--- src/rtl/cps_pkg.sv ---
package cps_pkg;

   typedef enum logic [1:0] {
      ST_WAIT  = 2'd0,
      ST_ACT   = 2'd1,
      ST_ON    = 2'd2,
      ST_DEACT = 2'd3
   } cps_state_e;

   function automatic int cps_max(input int a, input int b);
      return (a > b) ? a : b;
   endfunction

endpackage

--- src/rtl/cps_usec_tick.sv ---
// Microsecond strobe, restartable so offsets count from a known edge.
module cps_usec_tick #(
   parameter int DIV = 250
) (
   input  logic clk,
   input  logic rst_n,
   input  logic restart_i,
   output logic tick_o
);
   generate
      if (DIV <= 1) begin : g_every
         assign tick_o = 1'b1;
      end else begin : g_div
         localparam int W = $clog2(DIV);
         localparam logic [W-1:0] LAST = W'(DIV - 1);
         logic [W-1:0] div_q;
         always_ff @(posedge clk or negedge rst_n) begin
            if (!rst_n)              div_q <= '0;
            else if (restart_i)      div_q <= '0;
            else if (div_q == LAST)  div_q <= '0;
            else                     div_q <= div_q + 1'b1;
         end
         assign tick_o = (div_q == LAST);
      end
   endgenerate
endmodule

--- src/rtl/cps_us_timer.sv ---
// Saturating count of microseconds since the last restart.
module cps_us_timer #(
   parameter int W = 8
) (
   input  logic         clk,
   input  logic         rst_n,
   input  logic         restart_i,
   input  logic         tick_i,
   output logic [W-1:0] us_o
);
   localparam logic [W-1:0] TOP = '1;
   always_ff @(posedge clk or negedge rst_n) begin
      if (!rst_n)                      us_o <= '0;
      else if (restart_i)              us_o <= '0;
      else if (tick_i && us_o != TOP)  us_o <= us_o + 1'b1;
   end
endmodule

--- src/rtl/cps_req_arm.sv ---
// Opens the window in which the host reset request is honoured.
module cps_req_arm #(
   parameter int ARM_CYC = 75
) (
   input  logic clk,
   input  logic rst_n,
   input  logic io_on_i,
   output logic armed_o
);
   generate
      if (ARM_CYC == 0) begin : g_now
         assign armed_o = io_on_i;
      end else begin : g_count
         localparam int W = $clog2(ARM_CYC + 1);
         localparam logic [W-1:0] LIM = W'(ARM_CYC);
         logic [W-1:0] cnt_q;
         always_ff @(posedge clk or negedge rst_n) begin
            if (!rst_n)            cnt_q <= '0;
            else if (!io_on_i)     cnt_q <= '0;
            else if (cnt_q != LIM) cnt_q <= cnt_q + 1'b1;
         end
         assign armed_o = io_on_i && (cnt_q == LIM);
      end
   endgenerate
endmodule

--- src/rtl/card_pwr_seq.sv ---
module card_pwr_seq
   import cps_pkg::*;
#(
   parameter int NFLT     = 5,
   parameter int CLK_MHZ  = 250,
   parameter int ARM_NS   = 300,
   parameter int T_PUMP   = 21,
   parameter int T_REG    = 57,
   parameter int T_IO     = 116,
   parameter int T_REL    = 187,
   parameter int T_CLKOFF = 12,
   parameter int T_IOOFF  = 24,
   parameter int T_REGOFF = 36,
   parameter int T_PMPOFF = 118
) (
   input  logic            clk,
   input  logic            rst_n,
   input  logic            cmd_n_i,
   input  logic            rst_req_i,
   input  logic [NFLT-1:0] fault_i,
   output logic            pump_en_o,
   output logic            reg_en_o,
   output logic            io_en_o,
   output logic            clk_en_o,
   output logic            card_rst_o,
   output logic            ready_o
);
   localparam int ARM_CYC = (ARM_NS * CLK_MHZ + 999) / 1000;
   localparam int T_TOP   = cps_max(T_REL, T_PMPOFF);
   localparam int US_W    = $clog2(T_TOP + 2);

   localparam logic [US_W-1:0] C_PUMP   = US_W'(T_PUMP);
   localparam logic [US_W-1:0] C_REG    = US_W'(T_REG);
   localparam logic [US_W-1:0] C_IO     = US_W'(T_IO);
   localparam logic [US_W-1:0] C_REL    = US_W'(T_REL);
   localparam logic [US_W-1:0] C_CLKOFF = US_W'(T_CLKOFF);
   localparam logic [US_W-1:0] C_IOOFF  = US_W'(T_IOOFF);
   localparam logic [US_W-1:0] C_REGOFF = US_W'(T_REGOFF);
   localparam logic [US_W-1:0] C_PMPOFF = US_W'(T_PMPOFF);

   generate
      if (NFLT < 1) begin : g_bad_nflt
         $error("NFLT must be at least 1");
      end
      if (CLK_MHZ < 1) begin : g_bad_clk
         $error("CLK_MHZ must be at least 1");
      end
      if (!(T_PUMP < T_REG && T_REG < T_IO && T_IO < T_REL)) begin : g_bad_up
         $error("power-up offsets must strictly increase");
      end
      if (!(T_CLKOFF < T_IOOFF && T_IOOFF < T_REGOFF && T_REGOFF < T_PMPOFF)) begin : g_bad_dn
         $error("power-down offsets must strictly increase");
      end
   endgenerate

   cps_state_e      state_q;
   logic            cmd_q;
   logic            any_fault, trig, start, abort, restart;
   logic            tick, armed;
   logic [US_W-1:0] us;
   logic            pump_q, reg_q, io_q, clk_q, rst_q;

   assign any_fault = |fault_i;
   assign trig      = cmd_n_i | any_fault;
   assign start     = (state_q == ST_WAIT) && cmd_q && !cmd_n_i && !any_fault;
   assign abort     = ((state_q == ST_ACT) || (state_q == ST_ON)) && trig;
   assign restart   = start | abort;

   cps_usec_tick #(.DIV(CLK_MHZ)) u_tick (
      .clk       (clk),
      .rst_n     (rst_n),
      .restart_i (restart),
      .tick_o    (tick)
   );

   cps_us_timer #(.W(US_W)) u_timer (
      .clk       (clk),
      .rst_n     (rst_n),
      .restart_i (restart),
      .tick_i    (tick),
      .us_o      (us)
   );

   cps_req_arm #(.ARM_CYC(ARM_CYC)) u_arm (
      .clk     (clk),
      .rst_n   (rst_n),
      .io_on_i (io_q),
      .armed_o (armed)
   );

   always_ff @(posedge clk or negedge rst_n) begin
      if (!rst_n) cmd_q <= 1'b1;
      else        cmd_q <= cmd_n_i;
   end

   always_ff @(posedge clk or negedge rst_n) begin
      if (!rst_n) begin
         state_q <= ST_WAIT;
         pump_q  <= 1'b0;
         reg_q   <= 1'b0;
         io_q    <= 1'b0;
         clk_q   <= 1'b0;
         rst_q   <= 1'b0;
      end else begin
         case (state_q)
            ST_WAIT: begin
               if (start) state_q <= ST_ACT;
            end
            ST_ACT: begin
               if (trig) begin
                  state_q <= ST_DEACT;
                  rst_q   <= 1'b0;
               end else begin
                  if (us >= C_PUMP) pump_q <= 1'b1;
                  if (us >= C_REG)  reg_q  <= 1'b1;
                  if (us >= C_IO)   io_q   <= 1'b1;
                  if (armed && !rst_req_i) clk_q <= 1'b1;
                  if (us >= C_REL) begin
                     state_q <= ST_ON;
                     clk_q   <= 1'b1;
                     rst_q   <= rst_req_i;
                  end
               end
            end
            ST_ON: begin
               if (trig) begin
                  state_q <= ST_DEACT;
                  rst_q   <= 1'b0;
               end else begin
                  rst_q <= rst_req_i;
               end
            end
            ST_DEACT: begin
               rst_q <= 1'b0;
               if (us >= C_CLKOFF) clk_q <= 1'b0;
               if (us >= C_IOOFF)  io_q  <= 1'b0;
               if (us >= C_REGOFF) reg_q <= 1'b0;
               if (us >= C_PMPOFF) begin
                  pump_q  <= 1'b0;
                  state_q <= ST_WAIT;
               end
            end
            default: state_q <= ST_WAIT;
         endcase
      end
   end

   assign pump_en_o  = pump_q;
   assign reg_en_o   = reg_q;
   assign io_en_o    = io_q;
   assign clk_en_o   = clk_q;
   assign card_rst_o = rst_q;
   assign ready_o    = !any_fault;

endmodule

--- config.mk ---
export PLATFORM = sky130hd
export DESIGN_NAME = card_pwr_seq
export DESIGN_NICKNAME = d
export VERILOG_FILES = /design/src/rtl/cps_pkg.sv /design/src/rtl/cps_usec_tick.sv /design/src/rtl/cps_us_timer.sv /design/src/rtl/cps_req_arm.sv /design/src/rtl/card_pwr_seq.sv
export SDC_FILE = /design/constraint.sdc
export NUM_CORES = 1
export LEC_CHECK = 0
export ABC_CLOCK_PERIOD_IN_PS = 2110
export BUFFER_PORTS_ARGS = -buffer_cell sky130_fd_sc_hd__buf_2
export CAP_MARGIN = 20
export CORE_MARGIN = 2
export CORE_UTILIZATION = 45
export DETAILED_ROUTE_END_ITERATION = 6
export GPL_TIMING_DRIVEN = 0
export SYNTH_ARGS = -nofsm -noshare
export SYNTH_HDL_FRONTEND = slang
export SYNTH_SLANG_ARGS = --single-unit
--- constraint.sdc ---
create_clock -name clk -period 2.11 [get_ports clk]
set_clock_uncertainty 0.1 [all_clocks]
set_input_delay 0.1055 -clock clk [delete_from_list [all_inputs] [get_ports clk]]
set_output_delay 0.1055 -clock clk [all_outputs]
set_load 0.02 [all_outputs]
==> qor.log <==
INFO  clocking       clock-sinks=31
INFO  floorplanning  die_area=4790µm²
INFO  floorplanning  die_width=69.2µm
INFO  global_routing grtUsageMet3=4.94%
INFO  clocking       post_cts.repair.setup_buffers=0
INFO  route          post-route-drc-count=0
INFO  worst_setup_path crit_path_start=u_arm.g_count.cnt_q[0]
INFO  sta            report.final.slew_viol_count=0
INFO  logic_synthesis synth-compound-area-share=14.2%
INFO  worst_setup_path critical_path_start_type=flop
INFO  finish         areaGrowthSynthToFinish=14.5%
INFO  logic_synthesis synth-xor-area-share=6.41%
INFO  route          routed_wl_per_cell=13.8µm
INFO  floorplanning  fp.coreArea=4060µm²
INFO  global_routing grt_antenna_before_repair=0
INFO  finish         final_antenna_diode_count=0
INFO  logic_synthesis async_reset_ff_share=100%
INFO  worst_setup_path critical_path.endpoint_type=flop
INFO  flow_run       drv_cap=0
INFO  global_routing grt_use_met2=27.6%
INFO  worst_setup_path setup.reg_to_reg.worst_slack=120ps
INFO  finish         layout.cells.most_common=sky130_fd_sc_hd__dfrtp_1
INFO  global_routing grt_first_pass_wirelength=6760µm
INFO  logic_synthesis post_synthesis_instance_area=1910µm²
INFO  pwr            power_density=821nW/µm²
INFO  logic_synthesis cells_after_synthesis=194
INFO  global_routing use_met1=21.6%
INFO  floorplanning  io_pins=15
INFO  sta            transition_time_at_the_pin_with_the_least_slew_margin=707ps
INFO  worst_setup_path critical_path_buf_inv_count=0
INFO  logic_synthesis synth_edf_count=0
INFO  logic_synthesis synth_top_area_share=39.3%
INFO  logic_synthesis synthMuxAreaShare=3.93%
INFO  sta            max_freq=502MHz
INFO  worst_setup_path critical_path.reg2reg.startpoint=u_arm.g_count.cnt_q[0]
INFO  clocking       cts_inserted_buffers=5
INFO  worst_setup_path worst_path_max_delay_cell=sky130_fd_sc_hd__or3b_4
INFO  worst_setup_path crit_family=compound AO/OA/AOI/OAI gates
INFO  sta            setup_slack=120ps
INFO  logic_synthesis synth.largest_area_cell=sky130_fd_sc_hd__dfrtp_1
INFO  route          drt_pre_antenna_iters=4
INFO  placed_design  numPortBuffers=14
INFO  worst_setup_path timing.critical_path.fanout_max=5
INFO  sta            timing.hold.ws=193ps
INFO  clocking       path_clk_slew=60ps
INFO  pwr            power_leakage=0.957nW
INFO  worst_setup_path cpPeakStageDelay=430ps
INFO  logic_synthesis dominant_combinational_cell_family_by_area_after_synthesis=simple AND/OR/NAND/NOR gates
INFO  clocking       ctsLongestPathBuffers=2
INFO  logic_synthesis synthesis.yosys.warnings=0
INFO  worst_setup_path cp_cell_sequence=ha_1 -> or3b_4 -> o21ba_1 -> a211o_1 -> a22o_1
INFO  worst_hold_path hold_path.class=in2reg
INFO  floorplanning  initial_utilization=47.1%
INFO  sta            setup_viol_count_final=0
INFO  global_routing first_global_vias=1499
INFO  finish         final.fill_count=377
INFO  pwr            vdd_drop_max=493µV
INFO  route          antenna_violating_nets_post_route=0
INFO  logic_synthesis synth_adder_area_share=7.85%
INFO  route          drt-vias-per-instance=5.45
INFO  route          dr.first_iter.drc_count=79
INFO  worst_setup_path setup.worst_path.class=reg2reg
INFO  logic_synthesis postSynthNetCount=215
INFO  worst_setup_path worst-endpoint-arrival=2060ps
INFO  logic_synthesis part_of_the_yosys_area_used_for_sequential_elements=40.6%
INFO  sta            min_period=1990ps
INFO  sta            slew_headroom=52.9%
INFO  route          totalWireLength=3720µm
INFO  logic_synthesis synth_area_leaders=sky130_fd_sc_hd__dfrtp_1, sky130_fd_sc_hd__ha_1, sky130_fd_sc_hd__xnor2_1
INFO  clocking       worstSkewPairLatency=280ps
INFO  logic_synthesis yosys.area_share.simple=21.5%
INFO  placed_design  preCtsSetupSlack=-250ps
INFO  logic_synthesis synth-seq-cells=31
INFO  global_routing global_route.peak_usage_layer=met2
INFO  route          via_count_of_the_routed_design=1467
INFO  sta            final.period_utilization=94.3%
INFO  global_routing gr-usage-all-layers=17.3%
INFO  placed_design  gpl.final_weighted_congestion=0.828
INFO  finish         layout-drive-gt1-share=17.8%
INFO  logic_synthesis average_cell_area_after_synthesis=9.85µm²
INFO  clocking       cts-root-buf=sky130_fd_sc_hd__clkbuf_8
INFO  worst_setup_path required=2180ps
INFO  logic_synthesis post_synth_num_cell_types=55
INFO  sta            grt_setup_unrepaired=false
INFO  floorplanning  num_rows=23
INFO  floorplanning  fp.dieH=69.2µm
INFO  sta            finalHoldViolations=0
INFO  global_routing grt_remaining_overflow=0
INFO  global_routing grt_max_degree=32
INFO  worst_hold_path startpoint_of_the_worst_hold_path=cmd_n_i
INFO  run_status     outcome=finished clean
INFO  finish         nets=239
INFO  logic_synthesis dominantRegCellSynth=sky130_fd_sc_hd__dfrtp_1
INFO  clocking       clock_tree_from_tritoncts=built
INFO  placed_design  dp_hpwl=2650µm
INFO  finish         postLayoutCoreUtil=54.0%
INFO  clocking       h-tree-depth=2
INFO  finish         most-common-layout-cells=sky130_fd_sc_hd__dfrtp_1, sky130_fd_sc_hd__nor2_1, sky130_fd_sc_hd__buf_2
==> layer usage <==
layer,share of wire (%),up-vias
met5,0,-
met4,1.5,0
met3,3.7,5
met2,48,26
met1,47,707
li1,-,729
==> report_power, final <==
| part | total [mW] | internal, mW | switching (mW) |
|---|---|---|---|
| Combinational | 0.581 | 0.244 | 0.337 |
| Sequential | 0.704 | 0.648 | 0.0566 |
| Clock | 0.513 | 0.298 | 0.216 |
==> worst register-to-register path, cell delays in order (launching register included) <==
cell	delay [ps]
sky130_fd_sc_hd__dfrtp_1	400
sky130_fd_sc_hd__ha_1	250
sky130_fd_sc_hd__or3b_4	430
sky130_fd_sc_hd__o21ba_1	210
sky130_fd_sc_hd__a211o_1	270
sky130_fd_sc_hd__a22o_1	230
==> layout make-up <==
cell class | count | area, µm² | share of cell area, %
buffer | 9 | 67.6 | 3.09
multi-input combinational | 144 | 1040 | 47.7
clock buffer | 8 | 100 | 4.57
tap | 50 | 62.6 | 2.86
sequential | 31 | 777 | 35.5
timing repair buffer | 17 | 100 | 4.57
inverter | 10 | 37.5 | 1.71
==> path summary, 6_finish.rpt <==
kind / to / cells past startpoint
max: clk_en_o / 5
min: reg_en_o / 5
max reg2reg: clk_en_o / 5
min reg2reg: card_rst_o / 2
max in group asynchronous: u_timer.us_o[4] / 2
min in group asynchronous: u_tick.g_div.div_q[2] / 2
==> metrics by stage <==
| stage | std cells | instance area (µm²) | total power, mW | TNS, ps |
|---|---|---|---|---|
| after floorplan | 194 | 1910 | 1.13 | 0 |
| after global placement | 258 | 2040 | 1.24 | -1500 |
| after detailed placement | 258 | 2040 | 1.27 | -1950 |
| after CTS | 269 | 2180 | 1.81 | 0 |
| after global routing | 269 | 2190 | 1.95 | 0 |
| final | 269 | 2190 | 1.80 | 0 |
==> synthesized netlist by cell type (2+ instances only) <==
library cell / count
sky130_fd_sc_hd__o21ai_1: 6
sky130_fd_sc_hd__nand2_1: 12
sky130_fd_sc_hd__nor2b_1: 2
sky130_fd_sc_hd__clkbuf_1: 2
sky130_fd_sc_hd__a211o_1: 2
sky130_fd_sc_hd__nand3_1: 10
sky130_fd_sc_hd__o21ai_0: 4
sky130_fd_sc_hd__o31ai_1: 2
sky130_fd_sc_hd__nand2b_1: 3
sky130_fd_sc_hd__and3_1: 2
sky130_fd_sc_hd__a31oi_1: 4
sky130_fd_sc_hd__nor2_1: 18
sky130_fd_sc_hd__a211oi_1: 2
sky130_fd_sc_hd__inv_1: 9
sky130_fd_sc_hd__dfrtp_1: 30
sky130_fd_sc_hd__a21oi_1: 7
sky130_fd_sc_hd__buf_2: 2
sky130_fd_sc_hd__xor2_1: 4
sky130_fd_sc_hd__xnor2_1: 10
sky130_fd_sc_hd__nand4b_1: 2
sky130_fd_sc_hd__and4_1: 2
sky130_fd_sc_hd__or3_1: 2
sky130_fd_sc_hd__and2_1: 6
sky130_fd_sc_hd__mux2i_1: 6
sky130_fd_sc_hd__ha_1: 12
sky130_fd_sc_hd__buf_4: 2
sky130_fd_sc_hd__nor3_1: 3
==> cells by family (layout without fill, tap and decap cells) <==
family,Yosys count,after routing
xor+xnor,14,14
fa+ha+maj,12,12
compound gates,38,38
buf+inv,19,44
flops,31,31
simple gates,73,73
mux,7,7
==> sequential cells by signal, summed over array words and instances (netlist names) <==
| register | flops |
|---|---|
| u_timer.us_o | 8 |
| state_q | 2 |
| cmd_q | 1 |
| card_rst_o | 1 |
| reg_en_o | 1 |
| io_en_o | 1 |
| u_tick.g_div.div_q | 8 |
| pump_en_o | 1 |
| u_arm.g_count.cnt_q | 7 |
| clk_en_o | 1 |
==> timing repair <==
item,4_1_cts,5_1_grt
endpoints found under the setup margin,8,9
gates resized for setup,1,2
hold endpoints to repair,32,0
hold buffers,3,0
(Power assumes the default switching activity.)
